## src/rtl/cmsc_pkg.sv

```systemverilog
package cmsc_pkg;
  localparam int W_ID     = 0;
  localparam int W_OSC    = 2;
  localparam int W_CTRL   = 3;
  localparam int W_STAT   = 4;
  localparam int W_KEY    = 5;
  localparam int W_AUX    = 7;
  localparam int W_MEMCFG = 8;
  localparam int W_INIT   = 9;
  localparam int W_REFCNT = 10;
  localparam int W_FLAGS  = 12;
  localparam int W_VOLT   = 32;
  localparam int W_DESC   = 64;
  localparam int DESC_N   = 32;

  localparam logic [31:0] ID_WORD   = 32'h411A3001;
  localparam logic [31:0] STAT_WORD = 32'h00100000;
  localparam logic [15:0] OPEN_KEY  = 16'hA05F;

  function automatic logic [31:0] memcfg_code(input int mb);
    if (mb >= 256)     return 32'h10;
    else if (mb >= 128) return 32'h0C;
    else if (mb >= 64)  return 32'h08;
    else if (mb >= 32)  return 32'h04;
    else                return 32'h00;
  endfunction

  function automatic logic [7:0] desc_size(input int mb);
    if (mb >= 256)     return 8'd64;
    else if (mb >= 128) return 8'd32;
    else if (mb >= 64)  return 8'd16;
    else if (mb >= 32)  return 8'd4;
    else                return 8'd2;
  endfunction

  function automatic logic [7:0] desc_byte(input logic [4:0] idx, input int mb);
    case (idx)
      5'd0:  return 8'h80;  5'd1:  return 8'h08;  5'd2:  return 8'h04;
      5'd3:  return 8'h0B;  5'd4:  return 8'h09;  5'd5:  return 8'h01;
      5'd6:  return 8'h40;  5'd8:  return 8'h02;  5'd9:  return 8'hA0;
      5'd10: return 8'hA0;  5'd13: return 8'h08;  5'd15: return 8'h01;
      5'd16: return 8'h0E;  5'd17: return 8'h04;  5'd18: return 8'h1C;
      5'd19: return 8'h01;  5'd20: return 8'h02;  5'd21: return 8'h20;
      5'd22: return 8'hC0;  5'd27: return 8'h30;  5'd28: return 8'h28;
      5'd29: return 8'h30;  5'd30: return 8'h28;
      5'd31: return desc_size(mb);
      default: return 8'h00;
    endcase
  endfunction
endpackage

```

## src/rtl/cmsc_keyed_osc.sv

```systemverilog
module cmsc_keyed_osc #(
  parameter logic [15:0] KEY     = 16'hA05F,
  parameter logic [31:0] OSC_RST = 32'h01000048,
  parameter logic [31:0] AUX_RST = 32'h0007FEFF
) (
  input  logic        clk,
  input  logic        rst_n,
  input  logic        key_we,
  input  logic        osc_we,
  input  logic        aux_we,
  input  logic [31:0] wdata,
  output logic [15:0] key_q,
  output logic        unlocked,
  output logic [31:0] osc_q,
  output logic [31:0] aux_q
);
  logic armed;

  assign unlocked = (key_q == KEY);

  always_ff @(posedge clk or negedge rst_n) begin
    if (!rst_n) begin
      key_q <= '0;
      osc_q <= OSC_RST;
      aux_q <= AUX_RST;
      armed <= 1'b0;
    end else begin
      armed <= 1'b1;
      if (key_we) key_q <= wdata[15:0];
      if (osc_we && unlocked) osc_q <= wdata;
      if (aux_we && unlocked) aux_q <= wdata;
    end
  end

  // the guarded words move only while the key was open
  a_r3_osc_guard: assert property (@(posedge clk) disable iff (!rst_n || !armed)
    (osc_q != $past(osc_q)) |-> $past(unlocked));
  a_r3_aux_guard: assert property (@(posedge clk) disable iff (!rst_n || !armed)
    (aux_q != $past(aux_q)) |-> $past(unlocked));
endmodule

```

## src/rtl/cmsc_setclr_reg.sv

```systemverilog
module cmsc_setclr_reg #(
  parameter int W = 32
) (
  input  logic         clk,
  input  logic         rst_n,
  input  logic         set_we,
  input  logic         clr_we,
  input  logic [W-1:0] wdata,
  output logic [W-1:0] q
);
  logic armed;

  always_ff @(posedge clk or negedge rst_n) begin
    if (!rst_n) begin
      q     <= '0;
      armed <= 1'b0;
    end else begin
      armed <= 1'b1;
      if (set_we)      q <= q | wdata;
      else if (clr_we) q <= q & ~wdata;
    end
  end

  // a set write never drops a flag, a clear write never raises one
  a_r6_set_keeps: assert property (@(posedge clk) disable iff (!rst_n || !armed)
    $past(set_we) |-> ((q & $past(q)) == $past(q)));
  a_r6_clr_no_raise: assert property (@(posedge clk) disable iff (!rst_n || !armed)
    $past(clr_we && !set_we) |-> ((q | $past(q)) == $past(q)));
endmodule

```

## src/rtl/cmsc_refcnt.sv

```systemverilog
module cmsc_refcnt #(
  parameter int W = 32
) (
  input  logic         clk,
  input  logic         rst_n,
  input  logic         tick,
  output logic [W-1:0] cnt
);
  logic armed;

  always_ff @(posedge clk or negedge rst_n) begin
    if (!rst_n) begin
      cnt   <= '0;
      armed <= 1'b0;
    end else begin
      armed <= 1'b1;
      if (tick) cnt <= cnt + 1'b1;
    end
  end

  // one step per tick, no movement without one
  a_r7_step: assert property (@(posedge clk) disable iff (!rst_n || !armed)
    $past(tick) |-> (cnt == $past(cnt) + 1'b1));
  a_r7_hold: assert property (@(posedge clk) disable iff (!rst_n || !armed)
    !$past(tick) |-> $stable(cnt));
endmodule

```

## src/rtl/cm_sysctrl.sv

```systemverilog
module cm_sysctrl
  import cmsc_pkg::*;
#(
  parameter int ADDR_W = 12,
  parameter int MEM_MB = 128
) (
  input  logic              clk,
  input  logic              rst_n,
  input  logic              ref_tick,
  input  logic              bus_sel,
  input  logic              bus_wr,
  input  logic [ADDR_W-1:0] bus_addr,
  input  logic [31:0]       bus_wdata,
  output logic [31:0]       bus_rdata,
  output logic              bus_rvalid,
  output logic              bus_err,
  output logic              remap_o,
  output logic              reset_req_o,
  output logic              led_o
);
  localparam logic [31:0] MEMCFG_RST = 32'h00011122 | memcfg_code(MEM_MB);
  localparam logic [31:0] INIT_RST   = 32'h00000112;
  localparam int          NFLAG      = 2;

  int          widx;
  logic        wr_en, rd_en;
  logic [15:0] key_q;
  logic        unlocked;
  logic [31:0] osc_q, aux_q, cnt_q, memcfg_q, init_q;
  logic [31:0] flag_q [NFLAG];
  logic        ctrl_led, ctrl_remap;
  logic        rd_hit;
  logic [31:0] rd_val;
  logic        armed;

  assign widx  = int'(bus_addr >> 2);
  assign wr_en = bus_sel && bus_wr;
  assign rd_en = bus_sel && !bus_wr;

  cmsc_keyed_osc #(.KEY(OPEN_KEY)) u_osc (
    .clk(clk), .rst_n(rst_n),
    .key_we(wr_en && widx == W_KEY),
    .osc_we(wr_en && widx == W_OSC),
    .aux_we(wr_en && widx == W_AUX),
    .wdata(bus_wdata), .key_q(key_q), .unlocked(unlocked),
    .osc_q(osc_q), .aux_q(aux_q)
  );

  genvar g;
  generate
    for (g = 0; g < NFLAG; g++) begin : g_flags
      cmsc_setclr_reg #(.W(32)) u_flags (
        .clk(clk), .rst_n(rst_n),
        .set_we(wr_en && widx == W_FLAGS + 2*g),
        .clr_we(wr_en && widx == W_FLAGS + 2*g + 1),
        .wdata(bus_wdata), .q(flag_q[g])
      );
    end
  endgenerate

  cmsc_refcnt #(.W(32)) u_cnt (
    .clk(clk), .rst_n(rst_n), .tick(ref_tick), .cnt(cnt_q)
  );

  always_ff @(posedge clk or negedge rst_n) begin
    if (!rst_n) begin
      ctrl_led    <= 1'b0;
      ctrl_remap  <= 1'b0;
      reset_req_o <= 1'b0;
      memcfg_q    <= MEMCFG_RST;
      init_q      <= INIT_RST;
      armed       <= 1'b0;
    end else begin
      armed       <= 1'b1;
      reset_req_o <= wr_en && widx == W_CTRL && bus_wdata[3];
      if (wr_en && widx == W_CTRL) begin
        ctrl_led   <= bus_wdata[0];
        ctrl_remap <= bus_wdata[2];
      end
      if (wr_en && widx == W_MEMCFG) memcfg_q <= bus_wdata;
      if (wr_en && widx == W_INIT)   init_q   <= bus_wdata;
    end
  end

  assign led_o   = ctrl_led;
  assign remap_o = ctrl_remap;

  always_comb begin
    rd_hit = 1'b1;
    rd_val = '0;
    if (widx >= W_DESC && widx < W_DESC + DESC_N) begin
      rd_val = {24'd0, desc_byte(5'(widx - W_DESC), MEM_MB)};
    end else if (widx >= W_DESC + DESC_N && widx < W_DESC + 2*DESC_N) begin
      rd_val = '0;
    end else if (widx >= W_VOLT && widx < W_VOLT + 4) begin
      rd_val = '0;
    end else begin
      case (widx)
        W_ID:       rd_val = ID_WORD;
        W_OSC:      rd_val = osc_q;
        W_CTRL:     rd_val = {29'd0, ctrl_remap, 1'b0, ctrl_led};
        W_STAT:     rd_val = STAT_WORD;
        W_KEY:      rd_val = {15'd0, unlocked, key_q};
        W_AUX:      rd_val = aux_q;
        W_MEMCFG:   rd_val = memcfg_q;
        W_INIT:     rd_val = init_q;
        W_REFCNT:   rd_val = cnt_q;
        W_FLAGS:    rd_val = flag_q[0];
        W_FLAGS+2:  rd_val = flag_q[1];
        default:    rd_hit = 1'b0;
      endcase
    end
  end

  always_ff @(posedge clk or negedge rst_n) begin
    if (!rst_n) begin
      bus_rdata  <= '0;
      bus_rvalid <= 1'b0;
      bus_err    <= 1'b0;
    end else begin
      bus_rvalid <= rd_en;
      bus_err    <= rd_en && !rd_hit;
      bus_rdata  <= (rd_en && rd_hit) ? rd_val : '0;
    end
  end

  // a response strobe only follows a read request
  a_r1_rvalid_after_read: assert property (@(posedge clk) disable iff (!rst_n || !armed)
    bus_rvalid |-> $past(bus_sel && !bus_wr));
  // an error carries a zero word and comes with the strobe
  a_r11_err_zero: assert property (@(posedge clk) disable iff (!rst_n)
    bus_err |-> (bus_rvalid && bus_rdata == 32'd0));
  // a reset pulse only follows a write
  a_r5_req_after_write: assert property (@(posedge clk) disable iff (!rst_n || !armed)
    reset_req_o |-> $past(bus_sel && bus_wr));
  // the remap level changes only after a write
  a_r4_remap_needs_write: assert property (@(posedge clk) disable iff (!rst_n || !armed)
    !$past(bus_sel && bus_wr) |-> $stable(remap_o));
endmodule

```

## config.mk

```make
export PLATFORM = sky130hd
export DESIGN_NAME = cm_sysctrl
export DESIGN_NICKNAME = d
export VERILOG_FILES = /design/src/rtl/cmsc_pkg.sv /design/src/rtl/cmsc_keyed_osc.sv /design/src/rtl/cmsc_setclr_reg.sv /design/src/rtl/cmsc_refcnt.sv /design/src/rtl/cm_sysctrl.sv
export SDC_FILE = /design/constraint.sdc
export NUM_CORES = 1
export LEC_CHECK = 0
export BUFFER_PORTS_ARGS = -buffer_cell sky130_fd_sc_hd__clkbuf_2
export CAP_MARGIN = 20
export CORE_ASPECT_RATIO = 1.1
export CORE_MARGIN = 1
export CORE_UTILIZATION = 28
export CTS_BUF_LIST = sky130_fd_sc_hd__clkbuf_8
export DETAILED_ROUTE_END_ITERATION = 10
export GPL_ROUTABILITY_DRIVEN = 0
export PLACE_DENSITY_LB_ADDON = 0.3
export SYNTH_ARGS = -nofsm -noshare
export SYNTH_HDL_FRONTEND = slang
export SYNTH_SLANG_ARGS = --single-unit
```

## constraint.sdc

```tcl
create_clock -name clk -period 2.4 [get_ports clk]
set_input_delay 0.48 -clock clk [delete_from_list [all_inputs] [get_ports clk]]
set_output_delay 0.48 -clock clk [all_outputs]
set_load 0.01 [all_outputs]
```

==> flow_metrics.py, run 1 <==
metrics = {
    "worst_hold_path": {
        "min_path_cells": 2,
        "hp-class": "in2reg",
        "min-delay-start": "bus_wr",
    },
    "yosys": {
        "yosysTopAreaCellShare_pct": 48.7,
        "synthesis.instances": 1033,
        "synthTopCellsByCount": "246 x dfrtp_1, 204 x mux2_2, 103 x nand2_1, 53 x a22oi_1, 34 x clkbuf_1",
        "synthTopCellsByArea": "dfrtp_1 49%, mux2_2 18%, dfstp_2 6.4%",
        "synth_top_area_cell": "dfrtp_1",
        "synthArstFlopShare_pct": 100,
        "yosysMostFrequentCell": "dfrtp_1",
        "ys.flop_type": "dfrtp_1",
        "syn_area_um2": 12600,
        "synth-seq-cells": 277,
        "synth_cell_types": 59,
        "syn_area_per_cell_um2": 12.2,
        "yosys_warnings": 0,
        "yosysSeqAreaShare_pct": 55.1,
        "synthesis.nets": 1083,
        "synth-edff-count": 0,
    },
    "setup_path": {
        "r2r_cells": 7,
        "startpoint_type": "flip-flop",
        "required_ns": 2.85,
        "crit_path_max_fanout": 23,
        "crit_path_end_kind": "flip-flop",
        "r2r-start": "u_osc.key_q[9]",
        "critPathArrivalTime_ns": 2.65,
        "path_class": "reg2reg",
        "critPathLaunch": "u_osc.key_q[9]",
    },
    "cts": {
        "cts_tree": "yes",
        "cts_root_buf": "clkbuf_8",
        "cts_buffer_depth": 3,
        "cts.htree.levels": 2,
        "clk_pin_slew_ns": 0.06,
        "clock_latency_ns": 0.59,
        "numCtsBuffers": 46,
        "clock_sinks": 277,
    },
    "sta": {
        "rsz0062_at_grt": "false",
        "slew_violations": 0,
        "fin_crit_sh_pct": 91.3,
        "max_freq_mhz": 456,
        "holdWs_ns": 0.109,
        "finalSetupViolations": 0,
        "hold_violations": 0,
        "slew_headroom_pct": 57.4,
        "fin_tns_setup_ns": 0,
        "final.min_clock_period_ns": 2.19,
        "tightest_slew_ns": 0.639,
        "fin_skew_ns": 0.0277,
    },
    "drt": {
        "viasPerCell": 5.08,
        "dr.pass1.iters": 5,
        "vias": 9186,
        "drt-total-wl_mm": 38.7,
        "wire_per_inst_um": 21.4,
        "drc": 0,
        "dr.first_iter.drc_count": 598,
        "ant_nets": 0,
    },
    "floorplanning": {
        "die_area_um2": 46000,
        "chipWidth_um": 205,
        "initial_core_util_pct": 28.4,
        "pin_count": 86,
        "coreArea_um2": 44500,
        "die_y_um": 225,
        "fp-row-count": 81,
    },
    "power": {
        "p_leak_uw": 0.00726,
        "p_total_uw": 10000,
        "clkPwrFrac_pct": 45.2,
        "ir_drop_mv": 0.290,
        "power_switching_uw": 2490,
        "p_int_uw": 7530,
        "combPwrFrac_pct": 6.5,
        "p_per_area_nw_per_um2": 645,
        "seqPwrFrac_pct": 48.3,
        "sw_frac_of_total_pct": 24.8,
    },
    "outcome": {
        "outcome": "finished, final reports clean",
    },
    "global_route": {
        "track_usage_pct": 17.2,
        "grt_pass1_vias": 9531,
        "grt_start_max_net_pins": 73,
        "use_met2_pct": 27.9,
        "grt_use_met3_pct": 3.07,
        "grt_first_pass_wirelength_mm": 59.7,
        "use_met1_pct": 22.8,
        "top_usage_layer": "met2",
        "globalRoute.totalOverflow": 0,
        "antenna_found_initial": 3,
    },
    "finish": {
        "seq_area_um2": 6970,
        "fillCellCount": 4388,
        "multiInputGateArea_um2": 5370,
        "fin_nets": 1237,
        "final_util_pct": 34.9,
        "drive_gt1_share_pct": 41.4,
        "area.growth.synth_to_final_pct": 22.9,
        "fin_cells": 1807,
    },
    "place": {
        "placed_cells": 1719,
        "io_buffer_count": 83,
        "hpwl_mm": 26.3,
    },
    "flow_run": {
        "max_cap_violations": 0,
    },
}
-- layer usage --
metal | vias up | part of all wire (%)
met5 | - | 0.049
met4 | 4 | 2.6
met3 | 63 | 5.4
met2 | 265 | 48
met1 | 4734 | 44
li1 | 4120 | -
-- placed cells by master, fill, tap and decap left out, types with 5 or more instances in the layout --
cell type	Yosys	final
mux2_2	204	204
and3_1	12	11
nand3_1	23	23
nor2_2	1	5
nor3_1	14	10
buf_12	0	23
clkbuf_2	0	82
buf_4	3	69
dfstp_2	31	31
nand2_1	103	101
dfrtp_1	246	246
inv_1	6	18
nor2_1	27	23
a222oi_1	17	17
xnor2_1	17	17
a31oi_1	18	18
a22o_1	5	5
mux2_1	12	12
nor3b_1	5	5
a21oi_1	24	24
a41oi_1	6	6
nand4_1	11	11
a22oi_1	53	53
nor2b_1	11	11
and2_1	6	6
xor2_1	15	15
clkbuf_8	0	66
mux2i_1	10	10
o21ai_0	24	24
-- power groups by stage --
stage / registers (uW) / logic, uW / clock network (uW)
finish: 4840 / 651 / 4530
global route: 4850 / 714 / 4870
CTS: 4840 / 655 / 4660
detailed placement: 4920 / 652 / 0
global placement: 4920 / 646 / 0
floorplan: 4890 / 259 / 0
-- worst paths after layout --
| kind | slack (ns) | to |
|---|---|---|
| worst min register to register | 0.48 | u_osc.osc_q[30] |
| worst min-delay path | 0.11 | bus_rvalid |
| worst max-delay path | 0.21 | u_osc.aux_q[31] |
| worst max register to register | 0.21 | u_osc.aux_q[31] |
| max in group asynchronous | 1.13 | u_osc.aux_q[2] |
| min in group asynchronous | 0.47 | bus_rdata[15] |
-- metrics by stage --
stage | instance area [um2] | setup WS (ns)
final | 15500 | 0.209
after global routing | 15500 | 0.0136
after CTS | 15500 | 0.104
after detailed placement | 14500 | 0.0244
after global placement | 14500 | 0.0694
after floorplan | 12600 | 0.206
-- cells by family after synthesis --
kind of cell | Yosys count | share of synthesized area (%)
buffers and inverters | 76 | 2.79
multiplexers | 226 | 20.0
adder cells (fa/ha/maj) | 1 | 0.0990
XOR/XNOR | 32 | 2.22
AND/OR/NAND/NOR | 241 | 9.49
AO/OA/AOI/OAI | 180 | 10.2
flip-flops | 277 | 55.1
-- repair_timing --
action	4_1_cts	5_1_grt
resized for setup	0	1
buffers inserted	0	0
endpoints found under the setup margin	0	14
hold endpoints to repair	57	0
hold buffers	1	0
-- critical path, stage by stage, from the launching register on --
cell and delay, ns:
dfrtp_1 0.41, nor4b_2 0.29, buf_4 0.16, nand4_1 0.09
buf_4 0.18, nor4_4 0.30, buf_12 0.27, mux2_2 0.36
-- final cells by class --
type,count,area share (%)
Sequential cell,277,44.9
Multi-Input combinational cell,680,34.6
Timing Repair Buffer,176,9.10
Clock buffer,66,5.85
Tap cell,581,4.68
Clock inverter,20,0.781
Inverter,6,0.145
Antenna cell,1,0.0161
Note: power is estimated with default switching activity, not from simulation.
==> run 2: changes to the inputs <==
- RECOVER_POWER: not set -> 50
==> run 2 against run 1 <==
  * Hold slack got worse by 0.0029 ns
  * Largest cell class unchanged
  * First-iteration DRC count down 12%
  * Sequential share of layout area increased by 0.29 points
  * Critical endpoint is now bus_rdata[16]
==> flow_metrics.py, run 2 (synthesized netlist as in run 1, its figures left out) <==
metrics = {
    "global_route": {
        "track_usage_pct": 17.2,
        "use_met2_pct": 27.9,
        "grt_use_met3_pct": 3.07,
        "use_met1_pct": 22.8,
        "globalRoute.totalOverflow": 0,
        "antenna_found_initial": 3,
        "grt_first_pass_wirelength_mm": 59.7,
        "top_usage_layer": "met2",
        "grt_pass1_vias": 9531,
        "grt_start_max_net_pins": 73,
    },
    "setup_path": {
        "required_ns": 2.84,
        "path_class": "in2reg",
        "r2r_slack_ns": 0.20,
        "critPathArrivalTime_ns": 2.64,
        "crit_path_max_fanout": 23,
        "crit_path_end_kind": "flip-flop",
        "r2r-end": "u_osc.aux_q[31]",
        "r2r_cells": 7,
        "startpoint_type": "input port",
        "r2r-start": "u_osc.key_q[9]",
    },
    "drt": {
        "dr.first_iter.drc_count": 525,
        "dr.pass1.iters": 5,
        "vias": 9239,
        "drc": 0,
        "wire_per_inst_um": 21.4,
        "drt-total-wl_mm": 38.7,
        "ant_nets": 0,
        "viasPerCell": 5.11,
    },
    "cts": {
        "clk_pin_slew_ns": 0.06,
        "numCtsBuffers": 46,
        "clock_sinks": 277,
        "cts_tree": "yes",
        "cts_buffer_depth": 3,
        "cts_root_buf": "clkbuf_8",
        "clock_latency_ns": 0.59,
        "cts.htree.levels": 2,
        "post-cts-setup-buffer-count": 0,
    },
    "finish": {
        "design_area_um2": 15400,
        "fin_nets": 1237,
        "layout_common_cells": "246 x dfrtp_1, 204 x mux2_2, 101 x nand2_1",
        "drive_gt1_share_pct": 40.7,
        "final_common_cell": "dfrtp_1",
        "area.growth.synth_to_final_pct": 22.2,
    },
    "floorplanning": {
        "coreArea_um2": 44500,
        "fp-row-count": 81,
        "initial_core_util_pct": 28.4,
        "pin_count": 86,
        "chipWidth_um": 205,
        "die_area_um2": 46000,
        "die_y_um": 225,
    },
    "sta": {
        "holdWs_ns": 0.106,
        "slew_headroom_pct": 29.4,
        "fin_crit_sh_pct": 91.9,
        "slew_violations": 0,
        "tightest_slew_ns": 1.06,
        "hold_violations": 0,
        "rsz0062_at_grt": "false",
        "fin_tns_setup_ns": 0,
        "max_freq_mhz": 454,
        "fin_skew_ns": 0.0272,
        "final.min_clock_period_ns": 2.20,
        "finalSetupViolations": 0,
    },
    "worst_hold_path": {
        "min_path_cells": 2,
        "min-delay-start": "bus_wr",
        "hp-class": "in2reg",
        "holdPathEnd": "bus_rvalid",
    },
    "place": {
        "place_area_um2": 14500,
        "hpwl_mm": 26.3,
        "io_buffer_count": 83,
    },
    "power": {
        "p_total_uw": 10000,
        "p_per_area_nw_per_um2": 648,
        "p_leak_uw": 0.00720,
        "ir_drop_mv": 0.291,
    },
    "outcome": {
        "outcome": "finished, final reports clean",
    },
    "flow_run": {
        "max_cap_violations": 0,
    },
}
## run 2: stage by stage
| step | std cells | util [%] | worst slack [ns] |
|---|---|---|---|
| 5_1_grt | 1807 | 34.7 | 0.0136 |
| 3_3_place_gp | 1719 | 32.6 | 0.0694 |
| 3_5_place_dp | 1719 | 32.6 | 0.0244 |
| 2_1_floorplan | 1033 | - | 0.206 |
| 6_report | 1807 | 34.7 | 0.195 |
| 4_1_cts | 1806 | 34.9 | 0.104 |
## run 2: how the worst max path moves through the flow
| stage | start | endpoint | slack, ns | depth (start not counted) |
|---|---|---|---|---|
| finish | bus_addr[3] | bus_rdata[16] | 0.20 | 7 |
| floorplan | bus_addr[7] | u_osc.osc_q[23] | 0.21 | 9 |
| CTS | u_osc.key_q[9] | u_osc.aux_q[20] | 0.10 | 7 |
| global route | u_osc.key_q[10] | u_osc.aux_q[20] | 0.01 | 6 |
| detailed placement | bus_addr[7] | u_osc.osc_q[26] | 0.02 | 7 |
| global placement | bus_addr[5] | bus_rdata[24] | 0.07 | 7 |
## run 2: per-layer routing
layer	up-vias	part of all wire (%)
met5	-	0.049
met4	4	3.0
met3	75	5.3
met2	260	48
met1	4782	44
li1	4118	-
## run 2: report_power, final
group          switching, uW  internal, uW
combinational            415           216
clock                   1970          2550
sequential              95.3          4750
## run 2: what timing repair did
item / in CTS / in global routing
hold buffers: 1 / 0
endpoints found under the setup margin: 0 / 14
endpoints found under the hold margin: 57 / 0
gates resized for setup: 0 / 1
## run 2: area by class of cell
type	count	area, um2
antenna	1	2.50
clock buffer	66	908
clock inverter	20	121
fill	4403	29100
inverter	6	22.5
multi-input combinational	680	5370
sequential	277	6970
tap	581	727
timing repair buffer	176	1310
## run 2: worst max-delay path, stage by stage
cell,delay (ns)
clkbuf_2,0.28
clkbuf_1,0.31
nor3_1,0.14
o21ai_0,0.24
nand4_1,0.14
clkbuf_2,0.53
a21oi_1,0.51
